## config.mk

```make
export PLATFORM = sky130hd
export DESIGN_NAME = gpio_bank
export DESIGN_NICKNAME = d
export VERILOG_FILES = /design/src/rtl/gpio_bank.sv
export SDC_FILE = /design/constraint.sdc
export NUM_CORES = 1
export LEC_CHECK = 0
export BUFFER_PORTS_ARGS = -buffer_cell sky130_fd_sc_hd__clkbuf_2
export CAP_MARGIN = 20
export CELL_PAD_IN_SITES_DETAIL_PLACEMENT = 0
export CELL_PAD_IN_SITES_GLOBAL_PLACEMENT = 1
export CORE_ASPECT_RATIO = 2
export CORE_UTILIZATION = 48
export CTS_BUF_LIST = sky130_fd_sc_hd__clkbuf_16
export DETAILED_ROUTE_END_ITERATION = 7
export PLACE_DENSITY_LB_ADDON = 0.1
export SLEW_MARGIN = 0
export SYNTH_ARGS = -nofsm -noshare
export SYNTH_HDL_FRONTEND = slang
export SYNTH_SLANG_ARGS = --single-unit
```

## constraint.sdc

```tcl
create_clock -name clk -period 2.8 [get_ports clk]
set_input_delay 0.28 -clock clk [delete_from_list [all_inputs] [get_ports clk]]
set_output_delay 0.28 -clock clk [all_outputs]
set_load 0.03 [all_outputs]
```

## src/rtl/gpio_bank.sv

```systemverilog
module gpio_bank #(
  parameter int N  = 16,
  parameter int AW = 32
) (
  input  logic          clk,
  input  logic          rst_n,
  input  logic          bus_we,
  input  logic          bus_re,
  input  logic [AW-1:0] bus_addr,
  input  logic [N-1:0]  bus_wdata,
  output logic [N-1:0]  bus_rdata,
  output logic          bus_rvalid,
  input  logic [N-1:0]  pin_in,
  output logic [N-1:0]  pin_out,
  output logic [N-1:0]  pin_oe,
  output logic          irq
);

  localparam logic [3:0] C_DIR  = 4'h0;
  localparam logic [3:0] C_IN   = 4'h1;
  localparam logic [3:0] C_OUT  = 4'h2;
  localparam logic [3:0] C_CLR  = 4'h3;
  localparam logic [3:0] C_SET  = 4'h4;
  localparam logic [3:0] C_TGL  = 4'h5;
  localparam logic [3:0] C_MASK = 4'h6;
  localparam logic [3:0] C_TYPE = 4'h7;
  localparam logic [3:0] C_POL  = 4'h8;
  localparam logic [3:0] C_STAT = 4'h9;
  localparam logic [3:0] C_ACK  = 4'hA;
  localparam logic [N-1:0] ONES = {N{1'b1}};

  logic [3:0]   code;
  logic [N-1:0] dir_q, out_q, mask_q, type_q, pol_q, stat_q;
  logic [N-1:0] sync1_q, sync2_q, prev_q;
  logic [N-1:0] rise, fall, hit, ack;

  assign code = bus_addr[6:3];

  always_ff @(posedge clk or negedge rst_n) begin
    if (!rst_n) begin
      dir_q  <= '0;
      out_q  <= '0;
      mask_q <= ONES;
      type_q <= '0;
      pol_q  <= ONES;
    end else if (bus_we) begin
      case (code)
        C_DIR:  dir_q  <= bus_wdata;
        C_OUT:  out_q  <= bus_wdata;
        C_CLR:  out_q  <= out_q & ~bus_wdata;
        C_SET:  out_q  <= out_q | bus_wdata;
        C_TGL:  out_q  <= out_q ^ bus_wdata;
        C_MASK: mask_q <= bus_wdata;
        C_TYPE: type_q <= bus_wdata;
        C_POL:  pol_q  <= bus_wdata;
        default: ;
      endcase
    end
  end

  always_ff @(posedge clk or negedge rst_n) begin
    if (!rst_n) begin
      sync1_q <= '0;
      sync2_q <= '0;
      prev_q  <= '0;
    end else begin
      sync1_q <= pin_in;
      sync2_q <= sync1_q;
      prev_q  <= sync2_q;
    end
  end

  assign rise = sync2_q & ~prev_q;
  assign fall = ~sync2_q & prev_q;

  for (genvar i = 0; i < N; i++) begin : g_det
    always_comb begin
      if (type_q[i]) hit[i] = pol_q[i] ? sync2_q[i] : ~sync2_q[i];
      else           hit[i] = pol_q[i] ? rise[i] : fall[i];
      hit[i] = hit[i] & ~mask_q[i];
    end
  end

  assign ack = (bus_we && code == C_ACK) ? bus_wdata : '0;

  always_ff @(posedge clk or negedge rst_n) begin
    if (!rst_n) stat_q <= '0;
    else        stat_q <= (stat_q & ~ack) | hit;
  end

  always_ff @(posedge clk or negedge rst_n) begin
    if (!rst_n) begin
      bus_rvalid <= 1'b0;
      bus_rdata  <= '0;
    end else begin
      bus_rvalid <= bus_re;
      if (bus_re) begin
        case (code)
          C_DIR:  bus_rdata <= dir_q;
          C_IN:   bus_rdata <= sync2_q;
          C_OUT:  bus_rdata <= out_q;
          C_MASK: bus_rdata <= mask_q;
          C_TYPE: bus_rdata <= type_q;
          C_POL:  bus_rdata <= pol_q;
          C_STAT: bus_rdata <= stat_q;
          default: bus_rdata <= '0;
        endcase
      end
    end
  end

  assign pin_out = out_q;
  assign pin_oe  = dir_q;
  assign irq     = |stat_q;

endmodule

```

==> impl_metrics.prom <==
# TYPE chip_impl_metric gauge
chip_impl_info{name="timing.rr.start",value="pin_out[11]"} 1
chip_impl_metric{name="critPathArrivalTime",unit="ns"} 1.71
chip_impl_info{name="hp-start",value="bus_re"} 1
chip_impl_metric{name="clock_skew",unit="ns"} 0.00760
chip_impl_metric{name="num_io_pins",unit=""} 118
chip_impl_metric{name="worst_path_required_time",unit="ns"} 2.52
chip_impl_metric{name="setup_viol",unit=""} 0
chip_impl_metric{name="post_synth_instance_area",unit="µm²"} 7850
chip_impl_info{name="layout_commonest_cell",value="sky130_fd_sc_hd__dfrtp_1"} 1
chip_impl_metric{name="cts.sink_count",unit=""} 161
chip_impl_metric{name="nets",unit=""} 946
chip_impl_metric{name="drcViolationCount",unit=""} 0
chip_impl_metric{name="combPwrFrac",unit=""} 0.197
chip_impl_metric{name="slew_headroom",unit=""} 0.376
chip_impl_metric{name="yosys_warnings",unit=""} 0
chip_impl_metric{name="final-hold-violation-count",unit=""} 0
chip_impl_metric{name="core",unit="µm²"} 15900
chip_impl_metric{name="groute.usage.overall",unit=""} 0.289
chip_impl_metric{name="synthToLayoutAreaGrowth",unit="%"} 19.3
chip_impl_metric{name="hold_path_depth",unit=""} 1
chip_impl_metric{name="drive_above_1_share",unit=""} 0.260
chip_impl_info{name="synth-main-ff-cell",value="sky130_fd_sc_hd__dfrtp_1"} 1
chip_impl_metric{name="final_worst_path_period_need",unit="ns"} 1.99
chip_impl_metric{name="grt_pass1_vias",unit=""} 6367
chip_impl_metric{name="average_size_of_a_mapped_cell",unit="µm²"} 10.6
chip_impl_metric{name="place.port_buffers",unit=""} 89
chip_impl_metric{name="timing_max_transition_violations_final",unit=""} 0
chip_impl_metric{name="switching_power",unit="W"} 0.00209
chip_impl_metric{name="clock_latency",unit="ns"} 0.42
chip_impl_info{name="r2r_end",value="pin_out[11]"} 1
chip_impl_metric{name="detail_route.vias_per_cell",unit=""} 5.92
chip_impl_metric{name="power.ir.vdd_worst",unit="mV"} 0.562
chip_impl_metric{name="antenna-diode-count",unit=""} 0
chip_impl_metric{name="syn_inst",unit=""} 737
chip_impl_metric{name="ys_types",unit=""} 49
chip_impl_metric{name="initialDrtViolationCount",unit=""} 324
chip_impl_metric{name="synth.ff_latch_count",unit=""} 161
chip_impl_info{name="worstPathCellList",value="nor4_1 -> nand4_1 -> clkbuf_2"} 1
chip_impl_metric{name="ff2ff_path_depth",unit=""} 6
chip_impl_metric{name="max_clock_freq",unit="MHz"} 503
chip_impl_metric{name="synth-async-reset-ratio",unit=""} 1.00
chip_impl_metric{name="wl_met1",unit="mm"} 8.91
chip_impl_metric{name="switching_share",unit=""} 0.301
chip_impl_metric{name="last_weighted_congestion_value_of_the_routability_driven_placer",unit=""} 0.871
chip_impl_info{name="top_layer",value="met4"} 1
chip_impl_metric{name="grt_pass1_wl",unit="mm"} 36.1
chip_impl_metric{name="synth_fp_nets",unit=""} 837
chip_impl_metric{name="grt.overflow.total",unit=""} 0
chip_impl_metric{name="power.density",unit="nW/µm²"} 742
chip_impl_metric{name="ff2ff_setup_slack",unit="ns"} 1.26
chip_impl_info{name="rsz_0062_raised_after_global_routing",value="no"} 1
chip_impl_metric{name="met3WireLength",unit="mm"} 1.05
chip_impl_metric{name="synth_edf_count",unit=""} 0
chip_impl_metric{name="largest_fanout_of_any_net_on_the_critical_path",unit=""} 3
chip_impl_info{name="worstHoldPathType",value="input pin to flip-flop"} 1
chip_impl_info{name="clk_root_buffer_cell",value="sky130_fd_sc_hd__clkbuf_16"} 1
chip_impl_metric{name="holdWs",unit="ns"} 0.0198
chip_impl_metric{name="slowest_delay",unit="ns"} 0.46
chip_impl_metric{name="clockBufferDepth",unit=""} 2
chip_impl_metric{name="timing.max_cap.violations",unit=""} 0
chip_impl_metric{name="max_slew.worst_pin.slew",unit="ns"} 0.934
chip_impl_metric{name="clock_power_share",unit=""} 0.359
chip_impl_metric{name="finalSetupTns",unit="ns"} 0
chip_impl_metric{name="num_vias",unit=""} 6273
chip_impl_metric{name="cts-buffers-inserted",unit=""} 17
chip_impl_metric{name="leakage_power_total",unit="nW"} 4.33
chip_impl_metric{name="dr_wl_met2",unit="mm"} 12.3
chip_impl_metric{name="die-height",unit="µm"} 183
chip_impl_metric{name="seq_area_frac_synth",unit=""} 0.518
chip_impl_metric{name="power.share.sequential",unit=""} 0.444
chip_impl_info{name="kind_of_end_point_of_the_critical_path",value="primary output"} 1
chip_impl_metric{name="die_w",unit="µm"} 92.4
chip_impl_metric{name="cts_htree_levels",unit=""} 4
chip_impl_metric{name="ant_nets",unit=""} 0
chip_impl_metric{name="avgRoutedWirePerCell",unit="µm"} 21.8
chip_impl_info{name="most-common-layout-cells",value="sky130_fd_sc_hd__dfrtp_1, sky130_fd_sc_hd__clkbuf_2, sky130_fd_sc_hd__nand2_1"} 1
chip_impl_metric{name="grt_start_max_net_pins",unit=""} 71
chip_impl_metric{name="final_cell_area",unit="µm²"} 9360
chip_impl_metric{name="internal_power",unit="W"} 0.00486
chip_impl_metric{name="routed_wl",unit="mm"} 23.1
chip_impl_metric{name="die_area",unit="µm²"} 16900
chip_impl_info{name="crit_slowest_cell",value="sky130_fd_sc_hd__nor4_1"} 1
chip_impl_info{name="worst-setup-path-type",value="flip-flop to primary output"} 1
chip_impl_metric{name="grt_antenna_before_repair",unit=""} 1
chip_impl_info{name="status",value="finished clean"} 1
chip_impl_info{name="holdPathEnd",value="bus_rvalid"} 1
chip_impl_info{name="kind_of_start_point_of_the_critical_path",value="flip-flop"} 1
chip_impl_metric{name="placedInstanceArea",unit="µm²"} 8570
chip_impl_metric{name="post-route-period-util",unit=""} 0.710
chip_impl_metric{name="drt_first_pass_iters",unit=""} 5
chip_impl_metric{name="detailed_place_hpwl",unit="mm"} 15.7
chip_impl_metric{name="clk_pin_slew_worst_paths",unit="ns"} 0.07
chip_impl_metric{name="effective_utilization_at_floorplan",unit=""} 0.495
chip_impl_info{name="tritoncts",value="built"} 1
chip_impl_metric{name="num_rows",unit=""} 65
chip_impl_metric{name="postCtsSetupBuffers",unit=""} 0
cells in the mapped netlist (all sizes together), types with 2 or more instances:
| master | number | share of area |
|---|---|---|
| o21ai | 44 | 0.028 |
| or3b | 9 | 0.010 |
| mux2i | 16 | 0.020 |
| a221oi | 8 | 0.0089 |
| o22ai | 13 | 0.010 |
| and3 | 2 | 0.0016 |
| o211ai | 10 | 0.0096 |
| nor4 | 4 | 0.0032 |
| o2bb2ai | 18 | 0.020 |
| a22o | 15 | 0.017 |
| nand2 | 60 | 0.030 |
| nand3 | 18 | 0.011 |
| dfrtp | 129 | 0.41 |
| buf | 18 | 0.015 |
| dfstp | 32 | 0.11 |
| nand2b | 44 | 0.035 |
| inv | 47 | 0.022 |
| clkbuf | 27 | 0.013 |
| nor3 | 16 | 0.010 |
| a22oi | 15 | 0.014 |
| a21oi | 30 | 0.019 |
| nor2 | 28 | 0.014 |
| nor2b | 11 | 0.0088 |
| ha | 32 | 0.051 |
| a2bb2oi | 17 | 0.019 |
| a31oi | 16 | 0.013 |
| a32oi | 11 | 0.012 |
| mux2 | 34 | 0.050 |
cells by family (layout without fill, tap and decap cells):
group	count (synthesis)	in the layout	synth area share
simple gates	201	201	0.134
compound gates	199	199	0.174
flops	161	161	0.518
buf+inv	93	215	0.0510
mux	50	50	0.0706
fa+ha+maj	32	32	0.0510
xor+xnor	1	1	0.00112
power by group through the flow:
stage	Sequential (W)	Clock (W)	Combinational, W
global route	0.00313	0.00263	0.00150
CTS	0.00308	0.00253	0.00138
floorplan	0.00326	0	0.000679
finish	0.00308	0.00249	0.00137
detailed placement	0.00312	0	0.00135
global placement	0.00309	0	0.00131
per-layer routing:
metal | GRT usage | up-vias
met5 | 0 | -
met4 | 0.136 | 0
met3 | 0.0452 | 56
met2 | 0.510 | 213
met1 | 0.339 | 3149
li1 | - | 2855
worst max-delay path: cells and delay by family (launching register included):
| kind | cells | cell delay [ns] |
|---|---|---|
| buf+inv | 1 | 0.23 |
| flops | 1 | 0.40 |
| simple gates | 2 | 0.66 |
area by class of cell:
type | count | area [µm²]
clock buffer | 17 | 425
multi-input combinational | 483 | 3380
clock inverter | 15 | 201
timing repair buffer | 135 | 852
inverter | 48 | 181
sequential | 161 | 4070
fill | 1364 | 6490
tap | 201 | 251
repair_timing:
action                    CTS  global route
hold buffers               17             0
hold endpoints to repair   69             0
gates resized for setup     0             0
metrics by stage:
step / cells / setup slack, ns / total power, W / utilization
finish: 1060 / 0.812 / 0.00695 / 0.590
global route: 1060 / 0.736 / 0.00726 / 0.590
global placement: 1011 / 0.565 / 0.00440 / 0.540
CTS: 1060 / 0.768 / 0.00699 / 0.590
floorplan: 737 / 1.07 / 0.00394 / -
detailed placement: 1011 / 0.523 / 0.00446 / 0.540
registers in the layout, summed over array words and instances, names as in the netlist:
register    cells
bus_rdata      16
pin_out        16
type_q         16
prev_q         16
bus_rvalid      1
sync2_q        16
pin_oe         16
stat_q         16
pol_q          16
sync1_q        16
mask_q         16
worst max path at each step:
stage / from / to / slack, ns / cells past startpoint
floorplan: bus_addr[4] / pin_oe[10] / 1.07 / 7
global placement: bus_addr[6] / mask_q[15] / 0.56 / 5
detailed placement: bus_addr[6] / mask_q[15] / 0.52 / 5
CTS: stat_q[2] / irq / 0.77 / 3
global route: stat_q[10] / irq / 0.74 / 3
finish: stat_q[14] / irq / 0.81 / 3
No activity file was read; power rests on OpenSTA's default activity.
